[config.mk]
export PLATFORM = sky130hd
export DESIGN_NAME = tx_ep_fifo
export DESIGN_NICKNAME = d
export VERILOG_FILES = /design/src/rtl/tx_ep_pkg.sv /design/src/rtl/tx_ep_wrsel.sv /design/src/rtl/tx_ep_store.sv /design/src/rtl/tx_ep_txctl.sv /design/src/rtl/tx_ep_fifo.sv
export SDC_FILE = /design/constraint.sdc
export NUM_CORES = 1
export LEC_CHECK = 0
export ABC_CLOCK_PERIOD_IN_PS = 22500
export BUFFER_PORTS_ARGS = -buffer_cell sky130_fd_sc_hd__buf_2
export CORE_MARGIN = 3
export CORE_UTILIZATION = 35
export CTS_BUF_LIST = sky130_fd_sc_hd__clkbuf_8 sky130_fd_sc_hd__clkbuf_16
export DETAILED_ROUTE_END_ITERATION = 12
export GPL_ROUTABILITY_DRIVEN = 0
export PLACE_DENSITY_LB_ADDON = 0.12
export SYNTH_ARGS = -nofsm -noshare
export SYNTH_HDL_FRONTEND = slang
export SYNTH_SLANG_ARGS = --single-unit
[constraint.sdc]
create_clock -name clk -period 22.5 [get_ports clk]
set_input_delay 3.375 -clock clk [delete_from_list [all_inputs] [get_ports clk]]
set_output_delay 3.375 -clock clk [all_outputs]
set_load 0.02 [all_outputs]
[src/rtl/tx_ep_pkg.sv]
package tx_ep_pkg;
    localparam int unsigned DEPTH = 128;
    localparam int unsigned DW    = 8;
    localparam int unsigned PW    = 7;
    localparam int unsigned AW    = $clog2(DEPTH);
    localparam int unsigned CW    = AW + 1;

    typedef enum logic [1:0] {
        ST_IDLE  = 2'd0,
        ST_READY = 2'd1,
        ST_SEND  = 2'd2
    } tx_state_t;
endpackage

[src/rtl/tx_ep_wrsel.sv]
module tx_ep_wrsel
    import tx_ep_pkg::*;
#(
    parameter int unsigned D_W   = DW,
    parameter int unsigned C_W   = CW,
    parameter int unsigned DEP   = DEPTH
) (
    input  logic           src_sel,
    input  logic           cpu_wr,
    input  logic [D_W-1:0] cpu_data,
    input  logic           port_ack,
    input  logic [D_W-1:0] port_data,
    input  logic [C_W-1:0] count,
    output logic           wr_en,
    output logic [D_W-1:0] wr_data,
    output logic           port_req
);
    logic room;

    always_comb begin
        room     = (count < C_W'(DEP));
        port_req = src_sel && room;
        if (src_sel) begin
            wr_en   = port_ack && room;
            wr_data = port_data;
        end else begin
            wr_en   = cpu_wr && room;
            wr_data = cpu_data;
        end
    end
endmodule

[src/rtl/tx_ep_store.sv]
module tx_ep_store
    import tx_ep_pkg::*;
#(
    parameter int unsigned D_W = DW,
    parameter int unsigned A_W = AW,
    parameter int unsigned DEP = DEPTH
) (
    input  logic           clk,
    input  logic           wr_en,
    input  logic [A_W-1:0] wr_addr,
    input  logic [D_W-1:0] wr_data,
    input  logic [A_W-1:0] rd_addr,
    output logic [D_W-1:0] rd_data
);
    logic [D_W-1:0] mem [DEP];

    always_ff @(posedge clk) begin
        if (wr_en) begin
            mem[wr_addr] <= wr_data;
        end
    end

    assign rd_data = mem[rd_addr];
endmodule

[src/rtl/tx_ep_txctl.sv]
module tx_ep_txctl
    import tx_ep_pkg::*;
#(
    parameter int unsigned P_W = PW,
    parameter int unsigned A_W = AW,
    parameter int unsigned C_W = CW,
    parameter int unsigned DEP = DEPTH
) (
    input  logic           clk,
    input  logic           rst_n,
    input  logic [P_W-1:0] max_pkt,
    input  logic           wr_en,
    input  logic           src_sel,
    input  logic           port_end,
    input  logic           auto_short,
    input  logic           fw_short_set,
    input  logic           rd_strobe,
    input  logic           txn_close,
    input  logic           txn_fail,
    output logic [C_W-1:0] count,
    output logic [A_W-1:0] wr_addr,
    output logic [A_W-1:0] rd_addr,
    output logic           pkt_ready,
    output logic [P_W-1:0] pkt_len,
    output logic           short_en,
    output logic [C_W-1:0] free_space
);
    tx_state_t      state_q, state_d;
    logic [P_W-1:0] len_q, len_d;
    logic [P_W-1:0] sent_q, sent_d;
    logic [A_W-1:0] head_q, wptr_q;
    logic [C_W-1:0] cnt_q, cnt_next, maxc, resid, rel;
    logic           short_q, short_next;
    logic           busy, close_ok, fail_ok, rd_ok, full_avail, start, auto_hit;

    // qualify engine events
    always_comb begin
        maxc       = C_W'(max_pkt);
        busy       = (state_q != ST_IDLE);
        close_ok   = txn_close && busy;
        fail_ok    = txn_fail && busy && !txn_close;
        rd_ok      = rd_strobe && busy && !close_ok && !fail_ok && (sent_q < len_q);
        full_avail = (cnt_q >= maxc);
        start      = (state_q == ST_IDLE) && (full_avail || short_q);
        rel        = close_ok ? C_W'(len_q) : '0;
        cnt_next   = cnt_q + C_W'(wr_en) - rel;
        resid      = (maxc != '0) ? (cnt_next % maxc) : '0;
        auto_hit   = src_sel && auto_short && port_end && (resid != '0);
        short_next = (short_q && !(close_ok && (len_q < max_pkt)))
                     || auto_hit || fw_short_set;
    end

    // next-state logic
    always_comb begin
        state_d = state_q;
        len_d   = len_q;
        sent_d  = sent_q;
        unique case (state_q)
            ST_IDLE: begin
                if (start) begin
                    state_d = ST_READY;
                    len_d   = full_avail ? max_pkt : P_W'(cnt_q);
                    sent_d  = '0;
                end
            end
            ST_READY: begin
                if (close_ok) begin
                    state_d = ST_IDLE;
                    sent_d  = '0;
                end else if (fail_ok) begin
                    state_d = ST_READY;
                    sent_d  = '0;
                end else if (rd_ok) begin
                    state_d = ST_SEND;
                    sent_d  = sent_q + 1'b1;
                end
            end
            ST_SEND: begin
                if (close_ok) begin
                    state_d = ST_IDLE;
                    sent_d  = '0;
                end else if (fail_ok) begin
                    state_d = ST_READY;
                    sent_d  = '0;
                end else if (rd_ok) begin
                    sent_d  = sent_q + 1'b1;
                end
            end
            default: begin
                state_d = ST_IDLE;
                sent_d  = '0;
            end
        endcase
    end

    // state register
    always_ff @(posedge clk or negedge rst_n) begin
        if (!rst_n) begin
            state_q <= ST_IDLE;
            len_q   <= '0;
            sent_q  <= '0;
        end else begin
            state_q <= state_d;
            len_q   <= len_d;
            sent_q  <= sent_d;
        end
    end

    // pointers, occupancy and flag
    always_ff @(posedge clk or negedge rst_n) begin
        if (!rst_n) begin
            head_q  <= '0;
            wptr_q  <= '0;
            cnt_q   <= '0;
            short_q <= 1'b0;
        end else begin
            cnt_q   <= cnt_next;
            short_q <= short_next;
            if (wr_en)    wptr_q <= wptr_q + 1'b1;
            if (close_ok) head_q <= head_q + A_W'(len_q);
        end
    end

    // outputs
    always_comb begin
        pkt_ready  = (state_q != ST_IDLE);
        pkt_len    = pkt_ready ? len_q : '0;
        short_en   = short_q;
        count      = cnt_q;
        free_space = C_W'(DEP) - cnt_q;
        wr_addr    = wptr_q;
        rd_addr    = head_q + A_W'(sent_q);
    end

    a_r3_no_overflow: assert property (@(posedge clk) disable iff (!rst_n)
        cnt_q <= C_W'(DEP));

    a_r3_full_holds: assert property (@(posedge clk) disable iff (!rst_n)
        (cnt_q == C_W'(DEP) && !close_ok) |=> (cnt_q == C_W'(DEP)));

    a_r6_full_offer: assert property (@(posedge clk) disable iff (!rst_n)
        (state_q == ST_IDLE && cnt_q >= maxc) |=> (pkt_ready && pkt_len == $past(max_pkt)));

    a_r7_short_needs_flag: assert property (@(posedge clk) disable iff (!rst_n)
        (pkt_ready && pkt_len < max_pkt) |-> short_q);

    a_r8_clear_on_close: assert property (@(posedge clk) disable iff (!rst_n)
        (close_ok && len_q < max_pkt && !fw_short_set && !auto_hit) |=> !short_q);

    a_r9_no_zero_auto: assert property (@(posedge clk) disable iff (!rst_n)
        ($rose(short_q) && !$past(fw_short_set)) |-> (cnt_q % maxc != '0));

    a_r12_release: assert property (@(posedge clk) disable iff (!rst_n)
        (close_ok && !wr_en) |=> (cnt_q == $past(cnt_q) - $past(C_W'(len_q))));
endmodule

[src/rtl/tx_ep_fifo.sv]
module tx_ep_fifo
    import tx_ep_pkg::*;
#(
    parameter int unsigned D_W = DW,
    parameter int unsigned P_W = PW,
    parameter int unsigned DEP = DEPTH,
    localparam int unsigned A_W = $clog2(DEP),
    localparam int unsigned C_W = A_W + 1
) (
    input  logic           clk,
    input  logic           rst_n,
    input  logic [P_W-1:0] max_pkt,
    input  logic           src_sel,
    input  logic           cpu_wr,
    input  logic [D_W-1:0] cpu_data,
    input  logic           port_ack,
    input  logic [D_W-1:0] port_data,
    input  logic           port_end,
    output logic           port_req,
    input  logic           auto_short,
    input  logic           fw_short_set,
    output logic           short_en,
    output logic           pkt_ready,
    output logic [P_W-1:0] pkt_len,
    input  logic           rd_strobe,
    output logic [D_W-1:0] rd_data,
    input  logic           txn_close,
    input  logic           txn_fail,
    output logic [C_W-1:0] free_space
);
    logic           wr_en;
    logic [D_W-1:0] wr_data;
    logic [C_W-1:0] count;
    logic [A_W-1:0] wr_addr, rd_addr;

    tx_ep_wrsel #(.D_W(D_W), .C_W(C_W), .DEP(DEP)) u_wrsel (
        .src_sel   (src_sel),
        .cpu_wr    (cpu_wr),
        .cpu_data  (cpu_data),
        .port_ack  (port_ack),
        .port_data (port_data),
        .count     (count),
        .wr_en     (wr_en),
        .wr_data   (wr_data),
        .port_req  (port_req)
    );

    tx_ep_store #(.D_W(D_W), .A_W(A_W), .DEP(DEP)) u_store (
        .clk     (clk),
        .wr_en   (wr_en),
        .wr_addr (wr_addr),
        .wr_data (wr_data),
        .rd_addr (rd_addr),
        .rd_data (rd_data)
    );

    tx_ep_txctl #(.P_W(P_W), .A_W(A_W), .C_W(C_W), .DEP(DEP)) u_ctl (
        .clk          (clk),
        .rst_n        (rst_n),
        .max_pkt      (max_pkt),
        .wr_en        (wr_en),
        .src_sel      (src_sel),
        .port_end     (port_end),
        .auto_short   (auto_short),
        .fw_short_set (fw_short_set),
        .rd_strobe    (rd_strobe),
        .txn_close    (txn_close),
        .txn_fail     (txn_fail),
        .count        (count),
        .wr_addr      (wr_addr),
        .rd_addr      (rd_addr),
        .pkt_ready    (pkt_ready),
        .pkt_len      (pkt_len),
        .short_en     (short_en),
        .free_space   (free_space)
    );

    a_r4_port_stall: assert property (@(posedge clk) disable iff (!rst_n)
        (src_sel && free_space == '0) |-> !port_req);
endmodule

==> reports/qor.csv, run 1 <==
stage,metric,value,unit
synth,Post-synth EDFFs,1024,
synth,Synth area leader,edfxtp_1,
sta,hold violation total from the final report,0,
finish,number of diodes,0,
global_routing,largest net degree at the start of global routing,107,
sta,fmax,55.8,MHz
sta,Min Hold Slack,0.495,ns
sta,Final setup viols,0,
synth,post-synthesis sequential area ratio,71.0,%
synth,Syn Inst Count,2339,
sta,relative slew slack,23.7,%
finish,Fill cells,11200,
sta,Final period util,79.7,%
critical_path,Worst EP arrival,18.51,ns
clock_tree,CTS tree,built,
routing,Iter 0 DRT Violations,1932,
clock_tree,CTS Buf Count,116,
routing,drt pass-1 iters,7,
sta,RSZ-0062 raised after global routing,false,
min_path,worst min path class,flop to flop,
placement,Buffers on Ports,59,
finish,Synth-to-Final Area Change,13.4,%
routing,Total Wirelength,113,mm
floorplan,Starting Density,35.4,%
global_routing,vias in the first global route,23500,
status,outcome,"complete, no violations",
floorplan,Die Height,363,um
floorplan,Die Area,132000,um2
critical_path,"Largest stage delay, worst path",0.73,ns
critical_path,CP Capture Type,flop,
global_routing,antenna violations before repair,5,
global_routing,global-route wire length before repair,166,mm
global_routing,overall global routing resource usage,17.1,%
routing,DRC violations left,0,
synth,synth warn,0,
clock_tree,"Reg clk slew, reported paths",0.06,ns
clock_tree,post-CTS sizing,0,
clock_tree,clk buf depth,3,
routing,vias per cell,5.35,
sta,setup TNS,0,ns
synth,Yosys reg bits,1063,
synth,main area contributors after synthesis,"edfxtp_1 69%, mux4_2 16%, ha_1 2.5%",
routing,Post-DRT Antenna Nets,0,
finish,Non-Filler Instances,4184,
critical_path,Critical Path Source Type,input port,
global_routing,"Remaining Overflow, GRT",0,
synth,Post-synth ARST share,3.67,%
sta,PnR worst setup slack,4.57,ns
placement,DP Worst Slack,4.03,ns
synth,Synthesized Nets,2467,
finish,share of cells above drive strength 1,24.4,%
floorplan,# IOs,60,
synth,Synth Cell Area,44700,um2
clock_tree,Worst-Skew Late Latency,0.73,ns
floorplan,core area,126000,um2
routing,via count,22400,
routing,DR WL/cell,26.9,um
sta,Pins Over Slew Limit,0,
critical_path,Worst Path Max Fanout,12,
critical_path,number of cells on the worst reg-to-reg path,59,
clock_tree,post-CTS setup buffers,0,
synth,Syn Area/Cell,19.1,um2
flow_run,# Max-Cap Violations,0,
placement,Inst Count DP,3972,
floorplan,DIE WIDTH,363,um
synth,Yosys top cell area share,68.8,%
sta,Worst Skew,0.0805,ns
critical_path,WP data required,23.08,ns
critical_path,Crit-path slowest cell,nor2_1,
synth,most used flip-flop cell after synthesis,edfxtp_1,
synth,library cells used by synthesis,75,
placement,dpl hpwl,68.1,mm
floorplan,num rows,130,
clock_tree,clock sinks,1063,
clock_tree,CTS Root Cell,clkbuf_16,
clock_tree,Max H-tree Level,3,
critical_path,Setup CP Type,input port to flop,
critical_path,cell mode on critical path,ha_1,
sta,min Tclk post-route,17.93,ns
min_path,Hold Crit Depth,1,
finish,NumNets Final,2568,
clock_tree,cts hold-fix bufs,0,
sta,worst slew pin tran,1.14,ns
==> through the flow <==
| step | utilization (%) | cell area (um2) |
|---|---|---|
| 6_report | 40.1 | 50700 |
| 2_1_floorplan | - | 44700 |
| 5_1_grt | 40.1 | 50700 |
| 3_3_place_gp | 37.2 | 46900 |
| 3_5_place_dp | 37.2 | 46900 |
| 4_1_cts | 40.1 | 50700 |
==> final cells by class <==
cell class | count | area, um2 | area share, %
timing repair buffer | 90 | 541 | 1.07
tap | 1650 | 2060 | 4.07
clock buffer | 117 | 2930 | 5.78
clock inverter | 95 | 791 | 1.56
inverter | 46 | 173 | 0.341
multi-input combinational | 1123 | 12400 | 24.6
sequential | 1063 | 31700 | 62.6
==> synth_stat cells (3+ instances only) <==
cell / number
and2_1: 4
inv_1: 46
a221oi_1: 3
a21oi_1: 36
nand3_1: 28
xnor2_1: 27
nand2b_1: 14
clkbuf_1: 71
buf_1: 19
buf_2: 13
nand2_1: 133
mux4_2: 320
a211o_1: 5
o31ai_1: 5
a211oi_2: 3
nor4b_1: 5
nor2_1: 206
a211oi_1: 4
a21boi_0: 3
nand4_1: 9
mux2_2: 13
o22ai_1: 7
o2111ai_1: 3
nor3_1: 16
nor2b_1: 14
xor2_1: 18
ha_1: 90
o21a_1: 16
edfxtp_1: 1024
a21o_1: 20
and3_1: 4
o21ai_0: 52
dfrtp_1: 39
mux2i_1: 4
o211ai_1: 12
fa_1: 4
==> worst paths after layout <==
kind                                  start                to  slack [ns]
max                                 src_sel    u_ctl.short_en        4.57
min                         u_ctl.head_q[6]   u_ctl.head_q[6]        0.49
max reg2reg                u_ctl.state_q[0]    u_ctl.short_en        6.79
min reg2reg                 u_ctl.head_q[6]   u_ctl.head_q[6]        0.49
max in group asynchronous             rst_n  u_ctl.wr_addr[0]       18.95
min in group asynchronous             rst_n   u_ctl.sent_q[2]        2.85
==> sequential cells by signal (all words and copies together), names as in the netlist <==
signal          cells
u_store.mem      1024
u_ctl.count         8
u_ctl.head_q        7
u_ctl.len_q         7
u_ctl.sent_q        7
u_ctl.wr_addr       7
u_ctl.state_q       2
u_ctl.short_en      1
==> logic make-up (layout without fill, tap and decap cells) <==
| family | after synthesis | count (layout) | share of synthesized area, % |
|---|---|---|---|
| AOI/OAI and AO/OA | 195 | 195 | 3.03 |
| and+or+nand+nor | 449 | 449 | 4.37 |
| buffers and inverters | 153 | 348 | 1.38 |
| adders and majority gates | 94 | 94 | 2.70 |
| muxes | 339 | 339 | 16.6 |
| xor gates and xnor gates | 46 | 46 | 0.918 |
| DFF | 1063 | 1063 | 71.0 |
==> cells in the final DEF, fill, tap and decap left out, types with 4 or more instances in the layout <==
cell type / n
a211o_1: 5
a211oi_1: 4
a21o_1: 20
a21oi_1: 36
and2_1: 4
and3_1: 4
buf_2: 59
buf_4: 30
bufinv_16: 8
clkbuf_16: 117
clkinv_1: 29
clkinv_16: 4
clkinv_2: 17
clkinvlp_4: 16
dfrtp_1: 39
edfxtp_1: 1024
ha_1: 89
inv_1: 63
mux2_2: 5
mux2_4: 9
mux2i_1: 4
mux4_2: 320
nand2_1: 132
nand2b_1: 14
nand3_1: 28
nand4_1: 9
nor2_1: 206
nor2b_1: 14
nor3_1: 16
nor4b_1: 5
o211ai_1: 12
o21a_1: 16
o21ai_0: 52
o22ai_1: 7
o31ai_1: 5
xnor2_1: 22
xnor2_2: 6
xor2_1: 18
==> layer usage <==
| metal | wire, um | track usage, % | vias up |
|---|---|---|---|
| met2 | 54200 | 27.9 | 585 |
| li1 | - | - | 9711 |
| met5 | 0 | 0 | - |
| met4 | 2090 | 4.02 | 0 |
| met3 | 6150 | 3.36 | 142 |
| met1 | 50200 | 23.8 | 12000 |
==> worst max-delay path: cells and delay by family <==
kind / cells / cell delay [ns]
compound gates: 27 / 6.69
fa+ha+maj: 10 / 3.09
buf+inv: 6 / 0.77
mux: 3 / 0.74
simple gates: 13 / 3.82
Power of run 1 is left out: the tool's default activity adds up to more than one toggle a clock period on the data nets, which glitch-free logic cannot reach.
==> inputs of run 2 (changes only) <==
--- a/config.mk
+++ b/config.mk
@@ -5,7 +5,7 @@
 export SDC_FILE = /design/constraint.sdc
 export NUM_CORES = 1
 export LEC_CHECK = 0
-export ABC_CLOCK_PERIOD_IN_PS = 22500
+export ABC_CLOCK_PERIOD_IN_PS = 17750
 export BUFFER_PORTS_ARGS = -buffer_cell sky130_fd_sc_hd__buf_2
 export CORE_MARGIN = 3
 export CORE_UTILIZATION = 35
==> constraint.sdc (replaced) <==
create_clock -name clk -period 17.75 [get_ports clk]
set_input_delay 2.6625 -clock clk [delete_from_list [all_inputs] [get_ports clk]]
set_output_delay 2.6625 -clock clk [all_outputs]
set_load 0.02 [all_outputs]
==> run 2 against run 1 <==
  * Clock skew shrank 0.034 ns
  * Final cell count about the same
  * Register-to-register slack got worse by 4.4 ns
  * Critical endpoint unchanged
  * Highest routed layer unchanged
  * Worst hold slack worse by 0.0072 ns
  * Global-route usage is essentially flat
  * Count of clock-buffer cells in the layout is 1 lower
  * Cell area about the same
  * First-iteration DRC count decreased by 0.57%
  * Die area unchanged
  * Via count increased by 0.60%
==> reports/qor.csv, run 2 (synthesis results as in run 1) <==
stage,metric,value,unit,change
status,outcome,"complete, no violations",,
finish,most frequent cells in the layout,"1,024 x edfxtp_1, 320 x mux4_2, 206 x nor2_1, 132 x nand2_1, 116 x clkbuf_16",,
global_routing,overall global routing resource usage,17.1,%,-0.025 points
clock_tree,CTS tree,built,,
clock_tree,"Reg clk slew, reported paths",0.06,ns,about the same
critical_path,Worst EP arrival,16.93,ns,-1.58 ns
routing,Iter 0 DRT Violations,1921,,-0.57%
min_path,Hold EP,u_ctl.head_q[6],,
critical_path,Reg2Reg Capture Point,u_ctl.short_en,,
sta,fmax,61.0,MHz,
critical_path,RR Startpoint,u_ctl.state_q[0],,
floorplan,# IOs,60,,unchanged
critical_path,reg-to-reg setup timing slack,2.43,ns,-4.36 ns
global_routing,vias in the first global route,23400,,-0.46%
critical_path,cell mode on critical path,ha_1,,
critical_path,Buf/Inv on CP,4,,-2
critical_path,CP Capture Type,flop,,
routing,Total Wirelength,112,mm,-0.68%
floorplan,Starting Density,35.4,%,unchanged
sta,hold violation total from the final report,0,,unchanged
critical_path,number of cells on the worst reg-to-reg path,60,,+1.7%
finish,Synth-to-Final Area Change,13.3,%,about the same
clock_tree,cts hold-fix bufs,0,,unchanged
critical_path,Crit-path slowest cell,a2111oi_1,,
critical_path,Setup CP Type,input port to flop,,
clock_tree,post-CTS sizing,0,,unchanged
clock_tree,Max H-tree Level,3,,unchanged
min_path,worst min path class,flop to flop,,
critical_path,WP data required,18.28,ns,-4.80 ns
critical_path,Worst Path Max Fanout,12,,unchanged
floorplan,DIE WIDTH,363,um,unchanged
floorplan,num rows,130,,unchanged
placement,Buffers on Ports,59,,unchanged
finish,"most common cell after layout, fill and taps aside",edfxtp_1,,
routing,vias per cell,5.38,,+0.55%
finish,Non-Filler Instances,4186,,+0.048%
global_routing,global-route wire length before repair,165,mm,about the same
floorplan,Die Area,132000,um2,unchanged
routing,via count,22500,,+0.60%
global_routing,largest net degree at the start of global routing,145,,+36%
sta,relative slew slack,25.5,%,+1.8 points
min_path,Hold Crit Depth,1,,unchanged
clock_tree,Worst-Skew Late Latency,0.71,ns,-0.02 ns
routing,DR WL/cell,26.7,um,-0.73%
finish,NumNets Final,2567,,-0.039%
clock_tree,CTS Buf Count,116,,unchanged
finish,largest reg by FF count,u_store.mem,,
critical_path,Critical Path Source Type,input port,,
flow_run,# Max-Cap Violations,0,,unchanged
floorplan,Die Height,363,um,unchanged
sta,Pins Over Slew Limit,0,,unchanged
sta,worst slew pin tran,1.12,ns,-0.0274 ns
sta,Final setup viols,0,,unchanged
global_routing,"Remaining Overflow, GRT",0,,unchanged
routing,Post-DRT Antenna Nets,0,,unchanged
min_path,Min-Delay Startpoint,u_ctl.head_q[6],,
sta,Worst Skew,0.0470,ns,-0.0335 ns
routing,DRC violations left,0,,unchanged
clock_tree,clock sinks,1063,,unchanged
floorplan,core area,126000,um2,unchanged
finish,Largest register FFs,1024,,unchanged
clock_tree,clk buf depth,3,,unchanged
clock_tree,post-CTS setup buffers,0,,unchanged
sta,min Tclk post-route,16.40,ns,
finish,share of cells above drive strength 1,24.3,%,-0.059 points
sta,Final period util,92.4,%,
critical_path,"Largest stage delay, worst path",0.60,ns,-0.13 ns
placement,Inst Count DP,3971,,-0.025%
sta,setup TNS,0,ns,unchanged
placement,dpl hpwl,66.7,mm,-2.0%
sta,RSZ-0062 raised after global routing,false,,
finish,number of diodes,0,,unchanged
routing,drt pass-1 iters,5,,-2
global_routing,antenna violations before repair,1,,-4
critical_path,Top delay family on crit path,compound AO/OA/AOI/OAI gates,,
clock_tree,CTS Root Cell,clkbuf_16,,
[run 2: changes by cell type in the layout (fill, tap and decap cells not counted), sizes merged]
cell	change
clkbuf	-1
clkinv	+1
bufinv	+1
clkinvlp	-9
inv	+11
buf	-1
[run 2: worst max path at each step]
stage | from | end | slack (ns) | depth (start not counted)
2_1_floorplan | txn_close | u_ctl.short_en | 2.66 | 61
3_3_place_gp | txn_close | u_ctl.short_en | 0.93 | 58
3_5_place_dp | src_sel | u_ctl.short_en | 0.25 | 60
4_1_cts | src_sel | u_ctl.short_en | 0.99 | 60
5_1_grt | src_sel | u_ctl.short_en | 0.08 | 60
6_report | txn_close | u_ctl.short_en | 1.35 | 59
[run 2: layout make-up]
type | instances | area [um2]
well taps | 1650 | 2060
flip-flops and latches | 1063 | 31700
clock buffers | 116 | 2900
repair buffers | 89 | 546
fillers | 11400 | 75600
inverters | 46 | 173
multi-input cells | 1123 | 12500
clock inverters | 99 | 785
[run 2: stage by stage]
step | hold WS, ns | worst slack [ns] | utilization (%) | area [um2]
floorplan | 0.464 | 2.66 | - | 44700
global placement | 0.480 | 0.927 | 37.2 | 47000
detailed placement | 0.480 | 0.255 | 37.2 | 47000
CTS | 0.493 | 0.995 | 40.1 | 50600
global route | 0.526 | 0.0842 | 40.1 | 50700
finish | 0.487 | 1.35 | 40.1 | 50700
[run 2: worst reg2reg max path: cells and delay by family, from the launching register on]
family,cells,cell delay (ns)
AO/OA/AOI/OAI,30,6.97
XOR/XNOR,1,0.28
adder cells (fa/ha/maj),11,3.74
buffers and inverters,4,0.38
flip-flops,1,0.38
multiplexers,2,0.61
AND/OR/NAND/NOR,12,2.81
[run 2: per-layer routing]
layer / share of wire [%] / global-route usage [%] / vias up
met2: 48 / 27.7 / 595
met1: 44 / 23.8 / 12100
met4: 2.1 / 4.11 / 0
li1: - / - / 9712
met5: 0 / 0 / -
met3: 5.6 / 3.39 / 164
Power of run 2 is left out for the same reason.
==> inputs of run 3 (changes only) <==
--- a/config.mk
+++ b/config.mk
@@ -5,10 +5,9 @@
 export SDC_FILE = /design/constraint.sdc
 export NUM_CORES = 1
 export LEC_CHECK = 0
-export ABC_CLOCK_PERIOD_IN_PS = 17750
 export BUFFER_PORTS_ARGS = -buffer_cell sky130_fd_sc_hd__buf_2
 export CORE_MARGIN = 3
-export CORE_UTILIZATION = 35
+export CORE_UTILIZATION = 50
 export CTS_BUF_LIST = sky130_fd_sc_hd__clkbuf_8 sky130_fd_sc_hd__clkbuf_16
 export DETAILED_ROUTE_END_ITERATION = 12
 export GPL_ROUTABILITY_DRIVEN = 0
==> run 3 against run 2 <==
  * Global-route usage increased by 5.5 points
  * Via count is 0.95% higher
  * Die area shrank 30%
  * Sequential share of layout area is 0.99 points higher
  * Worst setup slack improved by 0.010 ns
  * Utilization is 16 points higher
  * Worst hold slack better by 0.019 ns
  * Count of clock-buffer cells in the layout fell by 4
  * Highest routed layer unchanged
==> reports/qor.csv, run 3 (synthesis results as in run 1) <==
stage,metric,value,unit,change
status,outcome,"complete, no violations",,
finish,largest reg by FF count,u_store.mem,,
routing,M1 WL,44.1,mm,-11%
finish,share of cells above drive strength 1,24.2,%,-0.094 points
clock_tree,clock sinks,1063,,unchanged
clock_tree,cts hold-fix bufs,0,,unchanged
critical_path,Setup CP Type,input port to flop,,
critical_path,Worst Path Max Fanout,12,,unchanged
global_routing,vias in the first global route,23200,,-0.77%
routing,DR WL/cell,28.2,um,+5.6%
clock_tree,CTS tree,built,,
routing,vias per cell,6.18,,+15%
routing,Post-DRT Antenna Nets,0,,unchanged
clock_tree,post-CTS setup buffers,0,,unchanged
sta,setup TNS,0,ns,unchanged
placement,dpl hpwl,62.9,mm,-5.8%
floorplan,num rows,109,,-16%
critical_path,"Largest stage delay, worst path",0.59,ns,about the same
clock_tree,Max H-tree Level,3,,unchanged
sta,Pins Over Slew Limit,0,,unchanged
floorplan,# IOs,60,,unchanged
routing,max layer used,met4,,
global_routing,largest net degree at the start of global routing,96,,-34%
critical_path,reg-to-reg setup timing slack,2.64,ns,+0.21 ns
placement,Inst Count DP,3484,,-12%
finish,FF/Latch Area,31700,um2,unchanged
placement,Buffers on Ports,59,,unchanged
critical_path,Worst EP arrival,16.92,ns,about the same
floorplan,core area,88500,um2,-30%
clock_tree,CTS Buf Count,109,,-6.0%
floorplan,Die Area,93000,um2,-30%
floorplan,Die Height,305,um,-16%
finish,NumNets Final,2558,,-0.35%
critical_path,WP data required,18.28,ns,about the same
floorplan,Starting Density,50.5,%,+15 points
clock_tree,"Reg clk slew, reported paths",0.07,ns,about the same
critical_path,Reg2Reg Capture Point,u_ctl.short_en,,
finish,area taken by multi-input logic gates,12500,um2,about the same
finish,Fill cells,6604,,-42%
finish,Non-Filler Instances,3683,,-12%
routing,Total Wirelength,104,mm,-7.1%
floorplan,DIE WIDTH,305,um,-16%
routing,WL met3,7.18,mm,+14%
critical_path,Crit-path slowest cell,o41ai_2,,
global_routing,overall global routing resource usage,22.6,%,+5.5 points
sta,Worst Skew,0.0206,ns,-0.0264 ns
sta,Final setup viols,0,,unchanged
clock_tree,CTS Root Cell,clkbuf_16,,
critical_path,CP Capture Type,flop,,
clock_tree,Worst-Skew Late Latency,0.67,ns,-0.04 ns
flow_run,# Max-Cap Violations,0,,unchanged
critical_path,cell mode on critical path,ha_1,,
routing,DRC violations left,0,,unchanged
routing,drt pass-1 iters,7,,+2
sta,hold violation total from the final report,0,,unchanged
critical_path,Worst setup endpoint,u_ctl.short_en,,
clock_tree,clk buf depth,3,,unchanged
sta,worst slew pin tran,1.16,ns,+0.0451 ns
routing,via count,22800,,+0.95%
sta,relative slew slack,22.5,%,-3.0 points
critical_path,RR Startpoint,u_ctl.state_q[0],,
finish,Largest register FFs,1024,,unchanged
global_routing,"Remaining Overflow, GRT",0,,unchanged
min_path,worst min path class,flop to flop,,
global_routing,antenna violations before repair,3,,+2
finish,"most common cell after layout, fill and taps aside",edfxtp_1,,
critical_path,Critical Path Source Type,input port,,
finish,most frequent cells in the layout,"1,024 x edfxtp_1, 320 x mux4_2, 205 x nor2_1, 130 x nand2_1, 110 x clkbuf_16",,
sta,fmax,61.0,MHz,about the same
sta,RSZ-0062 raised after global routing,false,,
finish,Synth-to-Final Area Change,11.6,%,
critical_path,Critical Path Start,src_sel,,
critical_path,number of cells on the worst reg-to-reg path,60,,unchanged
routing,Iter 0 DRT Violations,2188,,+14%
global_routing,global-route wire length before repair,156,mm,-5.8%
sta,min Tclk post-route,16.39,ns,-0.0101 ns
routing,met2 routed WL,50.6,mm,-6.2%
sta,Final period util,92.4,%,about the same
clock_tree,post-CTS sizing,0,,unchanged
## run 3: layout make-up
class | count | area share, %
diodes | 1 | 0.00502
clock buffers | 112 | 5.58
clock inverters | 86 | 1.50
inverters | 46 | 0.346
multi-input cells | 1123 | 25.0
flip-flops and latches | 1063 | 63.6
well taps | 1165 | 2.92
repair buffers | 87 | 1.04
## run 3: per-stage QoR
step	hold WS, ns	util [%]	area (um2)	setup slack (ns)
final	0.506	56.3	49900	1.36
after floorplan	0.464	-	44700	2.66
after detailed placement	0.502	52.3	46300	0.0679
after global routing	0.524	56.3	49900	0.0640
after CTS	0.514	56.3	49900	0.767
after global placement	0.486	52.3	46300	0.897
## run 3: worst max-delay path, delay by kind of cell
| family | cells | cell delay [ns] |
|---|---|---|
| AO/OA/AOI/OAI | 27 | 6.50 |
| adder cells (fa/ha/maj) | 10 | 3.13 |
| buffers and inverters | 7 | 0.82 |
| multiplexers | 3 | 0.81 |
| AND/OR/NAND/NOR | 13 | 3.00 |
## run 3: worst min path at each step
stage	from	to	slack [ns]	cells past startpoint
2_1_floorplan	u_ctl.head_q[6]	u_ctl.head_q[6]	0.46	1
3_3_place_gp	u_ctl.head_q[6]	u_ctl.head_q[6]	0.49	1
3_5_place_dp	u_ctl.head_q[6]	u_ctl.head_q[6]	0.50	1
4_1_cts	u_ctl.head_q[6]	u_ctl.head_q[6]	0.51	1
5_1_grt	u_ctl.head_q[6]	u_ctl.head_q[6]	0.52	1
6_report	u_ctl.head_q[6]	u_ctl.head_q[6]	0.51	1
## run 3: per-layer routing
metal	up-vias	global-route usage, %
li1	9695	-
met3	132	3.54
met4	0	5.64
met5	-	0
met2	792	36.3
met1	12100	32.8
Power of run 3 is left out for the same reason.
